`src/rtl/detbuf_commit.sv`:
```
module detbuf_commit #(
  parameter int NT    = 4,
  parameter int AW    = 4,
  parameter int DW    = 8,
  parameter int BUFN  = 4,
  parameter int QUANT = 6
) (
  input  logic             clk,
  input  logic             rst_n,
  input  logic [NT-1:0]    t_valid,
  input  logic [NT-1:0]    t_wr,
  input  logic [NT-1:0]    t_sync,
  input  logic [NT*AW-1:0] t_addr,
  input  logic [NT*DW-1:0] t_wdata,
  output logic [NT-1:0]    t_ready,
  output logic [NT*DW-1:0] t_rdata,
  output logic [AW-1:0]    mem_addr,
  output logic             mem_we,
  output logic [DW-1:0]    mem_wdata,
  input  logic [DW-1:0]    mem_rdata
);

  localparam int TW = (NT > 1) ? $clog2(NT) : 1;
  localparam int EW = (BUFN > 1) ? $clog2(BUFN) : 1;
  localparam int FW = $clog2(BUFN + 1);
  localparam int QW = $clog2(QUANT + 1);

  typedef enum logic [1:0] {PH_PAR, PH_COMMIT, PH_SYNC} phase_t;

  phase_t        ph;
  logic [TW-1:0] ct;
  logic [EW-1:0] ce;
  logic [NT-1:0] done, pend;
  logic [FW-1:0] fill [NT];
  logic [QW-1:0] used [NT];
  logic [AW-1:0] b_addr [NT][BUFN];
  logic [DW-1:0] b_data [NT][BUFN];

  logic [AW-1:0] a    [NT];
  logic [DW-1:0] wd   [NT];
  logic [EW-1:0] hidx [NT];
  logic [NT-1:0] hit, full, elig, gnt;
  logic [TW-1:0] gidx;

  always_comb begin
    for (int i = 0; i < NT; i++) begin
      a[i]    = t_addr[i*AW +: AW];
      wd[i]   = t_wdata[i*DW +: DW];
      hit[i]  = 1'b0;
      hidx[i] = '0;
      for (int e = 0; e < BUFN; e++)
        if (FW'(e) < fill[i] && b_addr[i][e] == a[i]) begin
          hit[i]  = 1'b1;
          hidx[i] = EW'(e);
        end
      full[i] = (fill[i] == FW'(BUFN));
      elig[i] = (ph == PH_PAR) && t_valid[i] && !done[i] && !t_sync[i] &&
                !(t_wr[i] && !hit[i] && full[i]);
    end
    gnt  = '0;
    gidx = '0;
    for (int i = NT - 1; i >= 0; i--)
      if (elig[i]) begin
        gnt     = '0;
        gnt[i]  = 1'b1;
        gidx    = TW'(i);
      end
  end

  logic sync_fire;
  assign sync_fire = (ph == PH_SYNC) && pend[ct] && t_valid[ct];

  always_comb begin
    t_ready = '0;
    if (ph == PH_PAR) t_ready = gnt;
    else if (sync_fire) t_ready[ct] = 1'b1;
    for (int i = 0; i < NT; i++)
      t_rdata[i*DW +: DW] = (ph == PH_PAR && hit[i]) ? b_data[i][hidx[i]] : mem_rdata;
  end

  always_comb begin
    case (ph)
      PH_COMMIT: begin
        mem_addr  = b_addr[ct][ce];
        mem_we    = FW'(ce) < fill[ct];
        mem_wdata = b_data[ct][ce];
      end
      PH_SYNC: begin
        mem_addr  = a[ct];
        mem_we    = sync_fire;
        mem_wdata = wd[ct];
      end
      default: begin
        mem_addr  = a[gidx];
        mem_we    = 1'b0;
        mem_wdata = wd[gidx];
      end
    endcase
  end

  always_ff @(posedge clk)
    for (int i = 0; i < NT; i++)
      if (gnt[i] && t_wr[i]) begin
        if (hit[i]) b_data[i][hidx[i]] <= wd[i];
        else begin
          b_addr[i][EW'(fill[i])] <= a[i];
          b_data[i][EW'(fill[i])] <= wd[i];
        end
      end

  always_ff @(posedge clk) begin
    if (!rst_n) begin
      ph   <= PH_PAR;
      ct   <= '0;
      ce   <= '0;
      done <= '0;
      pend <= '0;
      for (int i = 0; i < NT; i++) begin
        fill[i] <= '0;
        used[i] <= '0;
      end
    end else begin
      case (ph)
        PH_PAR: begin
          for (int i = 0; i < NT; i++) begin
            if (gnt[i]) begin
              used[i] <= used[i] + 1'b1;
              if (t_wr[i] && !hit[i]) fill[i] <= fill[i] + 1'b1;
              if (used[i] == QW'(QUANT - 1)) done[i] <= 1'b1;
            end else if (t_valid[i] && !done[i]) begin
              if (t_sync[i]) begin
                done[i] <= 1'b1;
                pend[i] <= 1'b1;
              end else if (t_wr[i] && !hit[i] && full[i]) begin
                done[i] <= 1'b1;
              end
            end
          end
          if (&done) begin
            ph <= PH_COMMIT;
            ct <= '0;
            ce <= '0;
          end
        end
        PH_COMMIT: begin
          if (ce == EW'(BUFN - 1)) begin
            ce <= '0;
            if (ct == TW'(NT - 1)) begin
              ct <= '0;
              ph <= PH_SYNC;
            end else ct <= ct + 1'b1;
          end else ce <= ce + 1'b1;
        end
        default: begin
          if (!pend[ct] || t_valid[ct]) begin
            pend[ct] <= 1'b0;
            if (ct == TW'(NT - 1)) begin
              ct   <= '0;
              ph   <= PH_PAR;
              done <= '0;
              pend <= '0;
              for (int i = 0; i < NT; i++) begin
                fill[i] <= '0;
                used[i] <= '0;
              end
            end else ct <= ct + 1'b1;
          end
        end
      endcase
    end
  end

  AST_PAR_NO_WRITE: assert property (@(posedge clk) disable iff (!rst_n)
    (ph == PH_PAR) |-> !mem_we);

  AST_ONE_READY: assert property (@(posedge clk) disable iff (!rst_n)
    $onehot0(t_ready));

  AST_SYNC_AFTER_COMMIT: assert property (@(posedge clk) disable iff (!rst_n)
    $rose(ph == PH_SYNC) |-> $past(ph == PH_COMMIT));

  for (genvar gi = 0; gi < NT; gi++) begin : g_chk
    AST_SYNC_NOT_PARALLEL: assert property (@(posedge clk) disable iff (!rst_n)
      (ph == PH_PAR && t_valid[gi] && t_sync[gi]) |-> !t_ready[gi]);

    AST_QUANT_BOUND: assert property (@(posedge clk) disable iff (!rst_n)
      (used[gi] == QW'(QUANT) && ph == PH_PAR) |-> !t_ready[gi]);

    AST_FILL_BOUND: assert property (@(posedge clk) disable iff (!rst_n)
      fill[gi] <= FW'(BUFN));
  end

endmodule

```
`config.mk`:
```
export PLATFORM = sky130hd
export DESIGN_NAME = detbuf_commit
export DESIGN_NICKNAME = d
export VERILOG_FILES = /design/src/rtl/detbuf_commit.sv
export SDC_FILE = /design/constraint.sdc
export NUM_CORES = 1
export LEC_CHECK = 0
export BUFFER_PORTS_ARGS = -buffer_cell sky130_fd_sc_hd__buf_2
export CORE_AREA = 4 4 205 127
export CTS_CLUSTER_DIAMETER = 60
export CTS_CLUSTER_SIZE = 24
export DETAILED_ROUTE_END_ITERATION = 8
export DIE_AREA = 0 0 209 131
export PLACE_DENSITY = 0.82
export SLEW_MARGIN = 20
export SYNTH_ARGS = -nofsm -noshare
export SYNTH_HDL_FRONTEND = slang
export SYNTH_SLANG_ARGS = --single-unit
```
`constraint.sdc`:
```
create_clock -name clk -period 2.9 [get_ports clk]
set_input_delay 0.29 -clock clk [delete_from_list [all_inputs] [get_ports clk]]
set_output_delay 0.29 -clock clk [all_outputs]
set_load 0.005 [all_outputs]
```
==> flow_metrics.env <==
export IMPL_die_x_um=209
export IMPL_fin_skew_ps=36.0
export IMPL_reg2reg_setup_slack_ps=-190
export IMPL_ys_dominant_reg_cell="edfxtp_1"
export IMPL_num_rows=44
export IMPL_core_sq_um=24000
export IMPL_root_buffer="clkbuf_16"
export IMPL_asyncSetResetFlopFracSynth_pct=0
export IMPL_overflow=0
export IMPL_cts_sinks=232
export IMPL_first_pass_iters=9
export IMPL_antenna_found_initial=5
export IMPL_r2r_start="fill[1][1]"
export IMPL_hold_viol=0
export IMPL_hpwl_mm=37.7
export IMPL_finalSetupViolCount=122
export IMPL_htree_levels=1
export IMPL_ys_ff_latch=232
export IMPL_clk_path_buf_depth=3
export IMPL_initial_core_util_pct=54.7
export IMPL_synth_warnings=0
export IMPL_violations="design-rule violations, negative setup slack"
export IMPL_synth_area_per_cell_sq_um=12.6
export IMPL_post_route_period_util_pct=122
export IMPL_seq_area_frac_synth_pct=51.0
export IMPL_max_freq_ghz=0.282
export IMPL_worstMarginPinSlew_ps=646
export IMPL_clk_pin_slew_ps=100
export IMPL_slew_violations=0
export IMPL_setup_slack_ps=-651
export IMPL_synth_area_sq_um=13100
export IMPL_grt_pass1_vias=10700
export IMPL_cp_start_kind="register"
export IMPL_grt_max_degree=32
export IMPL_final_cells=1718
export IMPL_drive_gt1_share_pct=48.9
export IMPL_die_h_um=131
export IMPL_cts_tree="built"
export IMPL_rsz0062_at_grt="yes"
export IMPL_drcViolationCount=1
export IMPL_design_area_sq_um=17700
export IMPL_max_cap_viol_count=0
export IMPL_dpl_cell_area_sq_um=15500
export IMPL_p_leak_nw=6.69
export IMPL_fin_crit_ps=3550
export IMPL_status="finished with violations"
export IMPL_cts_hold_buf=0
export IMPL_hold_path_class="input pin to register"
export IMPL_yosysUniqueCellTypes=73
export IMPL_clock_latency_ps=520
export IMPL_avgViaCountPerCell=6.88
export IMPL_path_max_fanout=7
export IMPL_worst_r2r_path_depth=20
export IMPL_crit_arrival_ps=3260
export IMPL_syn2layout_area_growth_pct=35.2
export IMPL_final_common_cell="buf_4"
export IMPL_globalplace_congestion=1.12
export IMPL_wl_per_cell_um=30.9
export IMPL_routed_wl_mm=53.1
export IMPL_slew_headroom_pct=56.9
export IMPL_gr_usage_all_layers_pct=36.2
export IMPL_critPathCaptureType="output pin"
export IMPL_timing_rr_end="b_data[1][30]"
export IMPL_drt_iter0_markers=1964
export IMPL_peakVddDrop_mv=0.310
export IMPL_final_cell_mix="buf_4 (205), edfxtp_1 (204), buf_2 (119)"
export IMPL_synthesis_nets=1144
export IMPL_io_buffers=118
export IMPL_endpoint="mem_addr[2]"
export IMPL_setup_tns_ps=-14220
export IMPL_ant_nets=0
export IMPL_final_nets=1489
export IMPL_worstPathRequired_ps=2610
export IMPL_vias=11800
export IMPL_worstSetupPathType="register to output pin"
export IMPL_timing_critical_path_from="fill[2][1]"
export IMPL_grt_pass1_wl_mm=71.8
export IMPL_cts_buffers=15
export IMPL_n_fill_cell=1504
export IMPL_synth_edff_count=204
export IMPL_power_density_nw_per_um2=434
export IMPL_ios=119
export IMPL_dp_cells=1603
export IMPL_syn_inst=1041
export IMPL_dieArea_sq_um=27400
==> worst max-delay path: stages (launching register included) <==
cell and delay, ps:
edfxtp_1 510, a21oi_1 280, nor3_4 80, nor4_4 400, a41o_4 290, a21oi_4 60
or2_4 240, buf_12 150, buf_8 130, buf_6 110, mux2i_4 170, a211oi_2 190
buf_2 150
==> kinds of logic (layout without fill, tap and decap cells) <==
kind of cell,Yosys count,after routing,synth area share (%)
AOI/OAI and AO/OA,223,223,12.5
xor gates and xnor gates,73,73,4.87
adders and majority gates,33,33,3.15
buffers and inverters,105,455,3.62
DFF,232,232,51.0
muxes,90,90,14.2
other,0,4,0
and+or+nand+nor,285,286,10.7
==> final cells by class <==
cell class | count | area [sq um] | area share (%)
inverter | 31 | 116 | 0.656
timing repair buffer | 401 | 3220 | 18.1
tap | 322 | 403 | 2.27
multi-input combinational | 705 | 6840 | 38.6
clock buffer | 16 | 379 | 2.14
antenna | 4 | 10.0 | 0.0564
clock inverter | 7 | 75.1 | 0.423
sequential | 232 | 6690 | 37.7
==> per-stage QoR <==
| step | util, % | worst slack (ps) | hold WS (ps) | total power [W] |
|---|---|---|---|---|
| floorplan | - | 105 | 389 | 0.00448 |
| global placement | 64.4 | -112 | 456 | 0.00511 |
| detailed placement | 64.4 | -170 | 473 | 0.00514 |
| CTS | 70.7 | -569 | 41.8 | 0.00747 |
| global route | 73.9 | -721 | 58.3 | 0.00786 |
| finish | 73.9 | -651 | 48.8 | 0.00770 |
==> per-layer routing <==
layer / global-route usage [%] / up-vias / share of wire (%)
met5: 2.41 / - / 0.59
met2: 47.5 / 1210 / 39
met4: 7.25 / 12 / 3.9
met3: 20.7 / 229 / 21
li1: - / 4679 / -
met1: 52.2 / 5686 / 36
==> timing repair <==
| action | CTS | global route |
|---|---|---|
| gates resized for setup | 156 | 132 |
| pin swaps | 67 | 63 |
| cloned | 3 | 2 |
| hold endpoints to repair | 0 | 0 |
| buffers inserted | 61 | 40 |
| endpoints found under the setup margin | 107 | 209 |
==> power breakdown <==
group	total [W]	switching (W)	internal, W
clock network	0.00226	0.00126	0.000996
registers	0.00376	0.0000637	0.00370
logic	0.00168	0.000918	0.000765
total	0.00770	0.00225	0.00546
==> worst min-delay path by stage <==
stage | from | slack [ps] | to | cells after the start
finish | t_wdata[27] | 50 | b_data[3][3] | 1
global route | t_wdata[30] | 60 | b_data[3][22] | 1
CTS | t_wdata[27] | 40 | b_data[3][3] | 1
detailed placement | used[3][1] | 470 | used[3][1] | 2
global placement | used[3][1] | 460 | used[3][1] | 2
floorplan | t_addr[0] | 390 | b_addr[0][0] | 0
==> sequential cells by signal, indices dropped and copies added (netlist names), named ones only <==
name	flops
pend	4
used	12
b_data	128
done	4
ct	2
ce	2
b_addr	64
ph	2
fill	12
==> cells in the mapped netlist, drive strengths merged, types with 8 or more instances <==
master,count,area share (%)
nor4,13,1.0
o21ai,59,2.3
nor3,16,0.72
inv,31,0.89
dfxtp,28,4.3
mux4,77,13
ha,33,3.1
nor2,99,2.9
clkbuf,42,1.2
xnor2,33,2.2
xor2,40,2.7
a22oi,25,1.4
mux2i,12,0.92
a222oi,8,0.61
buf,32,1.5
a211oi,27,2.3
edfxtp,204,47
a221oi,24,1.6
and2,19,0.91
nand2,91,2.6
nand3,12,0.53
a21oi,45,1.7
Note: power is estimated with default switching activity, not from simulation.
